## src/rtl/extint_pkg.sv

```systemverilog
package extint_pkg;

  // Strobes issued by control toward the pending latch in the datapath
  typedef struct packed {
    logic setPend;
    logic clrPend;
  } extintStrobe_t;

endpackage

```

## src/rtl/extint_sync.sv

```systemverilog
module extint_sync #(
  parameter int WIDTH  = 5,
  parameter int STAGES = 2
) (
  input  logic             clk,
  input  logic             rstN,
  input  logic [WIDTH-1:0] asyncIn,
  output logic [WIDTH-1:0] syncOut
);

  logic [WIDTH-1:0] stageQ [STAGES];

  generate
    for (genvar s = 0; s < STAGES; s++) begin : g_stage
      always_ff @(posedge clk or negedge rstN) begin
        if (!rstN) begin
          stageQ[s] <= '1;
        end else if (s == 0) begin
          stageQ[s] <= asyncIn;
        end else begin
          stageQ[s] <= stageQ[(s == 0) ? 0 : s-1];
        end
      end
    end
  endgenerate

  assign syncOut = stageQ[STAGES-1];

endmodule

```

## src/rtl/extint_datapath.sv

```systemverilog
module extint_datapath
  import extint_pkg::*;
#(
  parameter int NUM_PORT    = 4,
  parameter int SYNC_STAGES = 2
) (
  input  logic                clk,
  input  logic                rstN,
  input  logic                irqPinN,
  input  logic [NUM_PORT-1:0] portPinN,
  input  logic [NUM_PORT-1:0] portEnable,
  input  logic                levelMode,
  input  logic                irqMask,
  input  extintStrobe_t       strobe,
  output logic                combLow,
  output logic                prevLow,
  output logic                irqReq
);

  localparam int NUM_SRC = NUM_PORT + 1;

  logic [NUM_SRC-1:0]  rawN;
  logic [NUM_SRC-1:0]  syncN;
  logic [NUM_PORT-1:0] portLow;
  logic                pendQ;

  assign rawN = {portPinN, irqPinN};

  extint_sync #(
    .WIDTH (NUM_SRC),
    .STAGES(SYNC_STAGES)
  ) u_sync (
    .clk    (clk),
    .rstN   (rstN),
    .asyncIn(rawN),
    .syncOut(syncN)
  );

  // Wired-OR of active-low sources: pin always, port pins when enabled
  generate
    for (genvar p = 0; p < NUM_PORT; p++) begin : g_port
      assign portLow[p] = portEnable[p] & ~syncN[p+1];
    end
  endgenerate

  assign combLow = ~syncN[0] | (|portLow);

  always_ff @(posedge clk or negedge rstN) begin
    if (!rstN) begin
      prevLow <= 1'b0;
    end else begin
      prevLow <= combLow;
    end
  end

  // Pending latch: a set outranks a simultaneous clear
  always_ff @(posedge clk or negedge rstN) begin
    if (!rstN) begin
      pendQ <= 1'b0;
    end else if (strobe.setPend) begin
      pendQ <= 1'b1;
    end else if (strobe.clrPend) begin
      pendQ <= 1'b0;
    end
  end

  assign irqReq = ~irqMask & (pendQ | (levelMode & combLow));

  assert_pend_rise_R2: assert property (@(posedge clk) disable iff (!rstN)
    $rose(pendQ) |-> $past(strobe.setPend));

  assert_pend_fall_R9: assert property (@(posedge clk) disable iff (!rstN)
    $fell(pendQ) |-> $past(strobe.clrPend && !strobe.setPend));

  assert_set_wins_R9: assert property (@(posedge clk) disable iff (!rstN)
    strobe.setPend |=> pendQ);

endmodule

```

## src/rtl/extint_ctrl.sv

```systemverilog
module extint_ctrl
  import extint_pkg::*;
(
  input  logic          clk,
  input  logic          rstN,
  input  logic          combLow,
  input  logic          prevLow,
  input  logic          ack,
  output extintStrobe_t strobe
);

  logic fallSeen;

  // Edge on the merged signal only; a second low source adds nothing
  assign fallSeen = combLow & ~prevLow;

  always_comb begin
    strobe         = '0;
    strobe.setPend = fallSeen;
    strobe.clrPend = ack;
  end

  assert_single_edge_R7: assert property (@(posedge clk) disable iff (!rstN)
    strobe.setPend |=> !strobe.setPend);

endmodule

```

## src/rtl/extint_top.sv

```systemverilog
module extint_top
  import extint_pkg::*;
#(
  parameter int NUM_PORT    = 4,
  parameter int SYNC_STAGES = 2
) (
  input  logic                clk,
  input  logic                rstN,
  input  logic                irqPinN,
  input  logic [NUM_PORT-1:0] portPinN,
  input  logic                levelMode,
  input  logic [NUM_PORT-1:0] portEnable,
  input  logic                irqMask,
  input  logic                ack,
  output logic                irqReq
);

  extintStrobe_t strobe;
  logic          combLow;
  logic          prevLow;

  extint_ctrl u_ctrl (
    .clk    (clk),
    .rstN   (rstN),
    .combLow(combLow),
    .prevLow(prevLow),
    .ack    (ack),
    .strobe (strobe)
  );

  extint_datapath #(
    .NUM_PORT   (NUM_PORT),
    .SYNC_STAGES(SYNC_STAGES)
  ) u_dp (
    .clk       (clk),
    .rstN      (rstN),
    .irqPinN   (irqPinN),
    .portPinN  (portPinN),
    .portEnable(portEnable),
    .levelMode (levelMode),
    .irqMask   (irqMask),
    .strobe    (strobe),
    .combLow   (combLow),
    .prevLow   (prevLow),
    .irqReq    (irqReq)
  );

  assert_mask_gates_R8: assert property (@(posedge clk) disable iff (!rstN)
    irqMask |-> !irqReq);

  assert_level_req_R4: assert property (@(posedge clk) disable iff (!rstN)
    (levelMode && combLow && !irqMask) |-> irqReq);

  always_comb begin
    if (!rstN) begin
      assert_reset_quiet_R1: assert (!irqReq);
    end
  end

endmodule

```

## config.mk

```make
export PLATFORM = sky130hd
export DESIGN_NAME = extint_top
export DESIGN_NICKNAME = d
export VERILOG_FILES = /design/src/rtl/extint_pkg.sv /design/src/rtl/extint_sync.sv /design/src/rtl/extint_datapath.sv /design/src/rtl/extint_ctrl.sv /design/src/rtl/extint_top.sv
export SDC_FILE = /design/constraint.sdc
export NUM_CORES = 1
export LEC_CHECK = 0
export BUFFER_PORTS_ARGS = -buffer_cell sky130_fd_sc_hd__buf_4
export CAP_MARGIN = 40
export CELL_PAD_IN_SITES_DETAIL_PLACEMENT = 1
export CELL_PAD_IN_SITES_GLOBAL_PLACEMENT = 1
export CORE_AREA = 3 3 40 42
export DETAILED_ROUTE_END_ITERATION = 12
export DIE_AREA = 0 0 43 45
export HOLD_SLACK_MARGIN = 0.12
export PLACE_DENSITY_LB_ADDON = 0.1
export SLEW_MARGIN = 5
export SYNTH_ARGS = -nofsm -noshare
export SYNTH_HDL_FRONTEND = slang
export SYNTH_SLANG_ARGS = --single-unit
```

## constraint.sdc

```tcl
create_clock -name clk -period 1.8 [get_ports clk]
set_input_delay 0.27 -clock clk [delete_from_list [all_inputs] [get_ports clk]]
set_output_delay 0.27 -clock clk [all_outputs]
set_load 0.01 [all_outputs]
```

; Word-level counts from Yosys, hierarchy flattened
; Cells that the tools add are included.
[classes]
n_mux = 2
n_reduce_logical = 2
bitwise = 16
[ops]
columns = operator, count
row1 = AND 1 bit, 7
row2 = NOT 1 bit, 7
row3 = OR reduction 4 bit, 1
row4 = 2-to-1 mux 1 bit, 2
row5 = OR 1 bit, 2
row6 = nonzero test 2 bit, 1
[word_totals]
elab_cells = 24
register_bits = 12
out_inout_bits = 1

; Longest topological paths before layout
[depth]
word_depth = 7
depth_mapped = 3

; By module
; A second synthesis with hierarchy kept.
[hier_totals]
hier_cells = 30
area_unflattened_um2 = 439.2
[modules_own_cells]
columns = mod, cells_per_inst, area_each_um2, instances
row1 = extint_sync, 15, 300.3, 1
row2 = extint_datapath, 12, 110.1, 1
row3 = extint_ctrl, 3, 28.8, 1

; Worst setup path before layout
; No wires, ideal clock.
[synth_timing]
path_type = reg-to-output
start = register u_dp.u_sync.stageQ, in the netlist u_dp.u_sync.syncOut[4]
end = output irqReq
path_slack_ns = 0.395
t_arrival_ns = 1.135
required_ns = 1.530
path_stages_with_launch = 4
path_cell_list = dfstp_2 inv_1 a222oi_1 a311oi_1
[synth_between]
elab_chain_cells = 7
[synth_lines]
columns = item, line_no
row1 = from (decl), extint_sync.sv:11  ; logic [WIDTH-1:0] stageQ [STAGES];
row2 = "from (signal, indexed assignment)", extint_sync.sv:19  ; stageQ[s] <= asyncIn;
row3 = "from (signal, indexed assignment)", extint_sync.sv:21  ; stageQ[s] <= stageQ[(s == 0) ? 0 : s-1];
row4 = NOT 1 bit, extint_datapath.sv:42  ; assign portLow[p] = portEnable[p] & ~syncN[p+1];
row5 = AND 1 bit, extint_datapath.sv:42
row6 = OR reduction 4 bit, extint_datapath.sv:46  ; assign combLow = ~syncN[0] | (|portLow);
row7 = OR 1 bit, extint_datapath.sv:46
row8 = AND 1 bit, extint_datapath.sv:67  ; assign irqReq = ~irqMask & (pendQ | (levelMode & combLow));
row9 = OR 1 bit, extint_datapath.sv:67
row10 = AND 1 bit, extint_datapath.sv:67
row11 = to (decl), extint_top.sv:15  ; output logic irqReq
; No other way between the ends.

; Worst setup path in the final report
; Same ends and word-level chain as after synthesis.

==> results.toml <==
[global_route]
grt_use_met1_pct = 7.05
grt_overflow = 0
grt_pass1_wl_mm = 1.18
globalRoute.busiestLayer = "met2"
grtUsageTotal_pct = 8.54
via_count_of_the_first_global_routing_pass = 317
grt_max_degree = 13
number_of_antenna_violations_at_the_first_check_in_global_routing = 0
grt.met3_usage_pct = 4.78
global_route.usage.met2_pct = 15.6

[synthesis]
synth_sequential_area_ratio_pct = 81.4
synth_area_leaders = "dfstp_2 68%, dfrtp_1 13%, inv_1 4.9%"
yosys.area.top_type = "dfstp_2"
synth_cell_type_count = 10
synth.ff_latch_count = 12
postSynthNetCount = 39
syn-instance-count = 25
synth.avg_cell_area_sq_um = 15.4
syn_area_sq_um = 384
synth_largest_type_area_fraction_pct = 68.4
yosysWarnings = 0

[timing]
max_slew_violations = 0
layout_min_cycle_time_ns = 1.77
period_share_pct = 98.1
rsz_0062_raised_after_global_routing = "true"
max_slew.worst_pin.slew_ns = 0.356
slew-limit-headroom_pct = 76.3
finalHoldViolCount = 0
skew_ns = 0.00103
finalSetupViolCount = 0
final.hold.worst_slack_ns = 0.237
peak_freq_ghz = 0.566

[floorplan]
die_w_microns = 43
die_height_microns = 45
start_util_pct = 29.9
ios = 15
std_cell_rows = 13
design.die.area_sq_um = 1940
design.core.area_sq_um = 1280

[routing]
drtIter0Drc = 2
remaining_drcs = 0
drt.antenna.violating_nets = 0
post_drt_via_cell_ratio = 4.31
postRouteWirelength_microns = 681
detailroute.via_count = 280
dr.pass1.iters = 4
wire_per_inst_microns = 10.5

[setup_path]
worst_setup_path_start_kind = "flop"
worst-endpoint-required_ns = 1.53
criticalPathCategory = "reg -> out"
critPathMaxFanout = 2
worstPathArrival_ns = 1.50
critical_path_capture_point_type = "primary output"

[outcome]
run_status = "complete, no violations"

[job]
max_cap_violations = 0

[clock_network]
numClockSinks = 12
worstSkewPairLatency_ns = 0.26
clock_tree.root_cell = "clkbuf_4"
clk_path_buf_depth = 2
clk_transition_reported_paths_ns = 0.06
cts_htree_levels = 1
cts_tree = "done"
cts-buffers-inserted = 3

[placement]
place_hpwl_microns = 521
placement.io_buffers = 14
gp_routability_congestion = 0.623

[power_and_ir_drop]
powerDensity_nw_per_um2 = 846
static-leakage-power_nw = 0.286
vdd_ir_drop_max_mv = 0.337
finalPower_uw = 512

[final_layout]
drive_above_1_share_pct = 58.0
final.fill_count = 143
area.growth.synth_to_final_pct = 57.7
number_of_nets_in_the_layout = 66
layout.cells.most_common_list = "16 x buf_4, 10 x dfstp_2, 6 x dlygate4sd3_1"
antenna_cells_inserted = 0
finish.utilization_pct = 47.1
layout.cells.most_common = "buf_4"

[hold_path]
hp-class = "in -> reg"
==> cell usage after synthesis <==
library cell,count
dfstp_2,10
inv_1,5
dfrtp_1,2
nor2_1,2
a222oi_1,1
a311oi_1,1
nand2_1,1
nor2b_1,1
o21bai_1,1
o221ai_1,1
==> worst max-delay path, cell delays in order, from the launching register on <==
cell and delay [ns]:
dfstp_2 0.52, inv_1 0.03, a222oi_1 0.38, a311oi_1 0.14
buf_4 0.16
==> metrics by stage <==
step / setup slack, ns / TNS (ns) / cell area, sq um / instances
2_1_floorplan: 0.395 / 0 / 384 / 25
3_3_place_gp: 0.249 / 0 / 508 / 54
3_5_place_dp: 0.214 / 0 / 508 / 54
4_1_cts: 0.0344 / 0 / 598 / 64
5_1_grt: -0.0567 / -0.0567 / 606 / 65
6_report: 0.0344 / 0 / 606 / 65
==> kinds of logic after synthesis <==
group | synth area share, %
flip-flops | 81.4
buffers and inverters | 4.89
AND/OR/NAND/NOR | 4.56
AO/OA/AOI/OAI | 9.12
==> path summary, 6_finish.rpt <==
| path | startpoint | end | slack [ns] | depth (start not counted) |
|---|---|---|---|---|
| hold reg to reg | u_dp.u_sync.stageQ[8] | u_dp.u_sync.syncOut[3] | 0.36 | 0 |
| min in group asynchronous | rstN | u_dp.prevLow | 0.37 | 2 |
| hold / removal | ack | u_dp.pendQ | 0.24 | 2 |
| max in group asynchronous | rstN | u_dp.u_sync.syncOut[2] | 1.21 | 2 |
| setup / recovery | u_dp.u_sync.syncOut[4] | irqReq | 0.03 | 4 |
| setup reg to reg | u_dp.u_sync.syncOut[4] | u_dp.pendQ | 0.37 | 5 |
==> registers in the layout, summed over array words and instances (netlist names) <==
name	count
u_dp.u_sync.stageQ	5
u_dp.u_sync.syncOut	5
u_dp.pendQ	1
u_dp.prevLow	1
==> timing repair <==
action,4_1_cts,5_1_grt
hold endpoints to repair,17,0
gates resized for setup,0,0
endpoints found under the setup margin,1,1
hold buffers,6,0
buffers inserted,1,1
pin swaps,1,1
==> per-layer routing <==
layer | part of all wire, % | wire [microns] | vias to the layer above
li1 | - | - | 132
met2 | 56 | 384 | 14
met3 | 9.8 | 67 | 0
met1 | 34 | 229 | 134
met5 | 0 | 0 | -
met4 | 0 | 0 | 0
==> area by class of cell <==
class | instances | area, sq um | area share (%)
clock buffers | 3 | 22.5 | 3.72
well taps | 15 | 18.8 | 3.10
multi-input cells | 8 | 52.6 | 8.68
inverters | 5 | 18.8 | 3.10
repair buffers | 22 | 180 | 29.8
flip-flops and latches | 12 | 313 | 51.7
==> report_power, final <==
| part | internal, mW | switching (mW) | leakage (nW) | total [mW] |
|---|---|---|---|---|
| Clock | 0.0771 | 0.0735 | 0.0138 | 0.151 |
| Sequential | 0.295 | 0.00515 | 0.127 | 0.300 |
| Combinational | 0.0405 | 0.0213 | 0.145 | 0.0618 |
| Total | 0.412 | 0.0999 | 0.286 | 0.512 |
(Power assumes the default switching activity.)
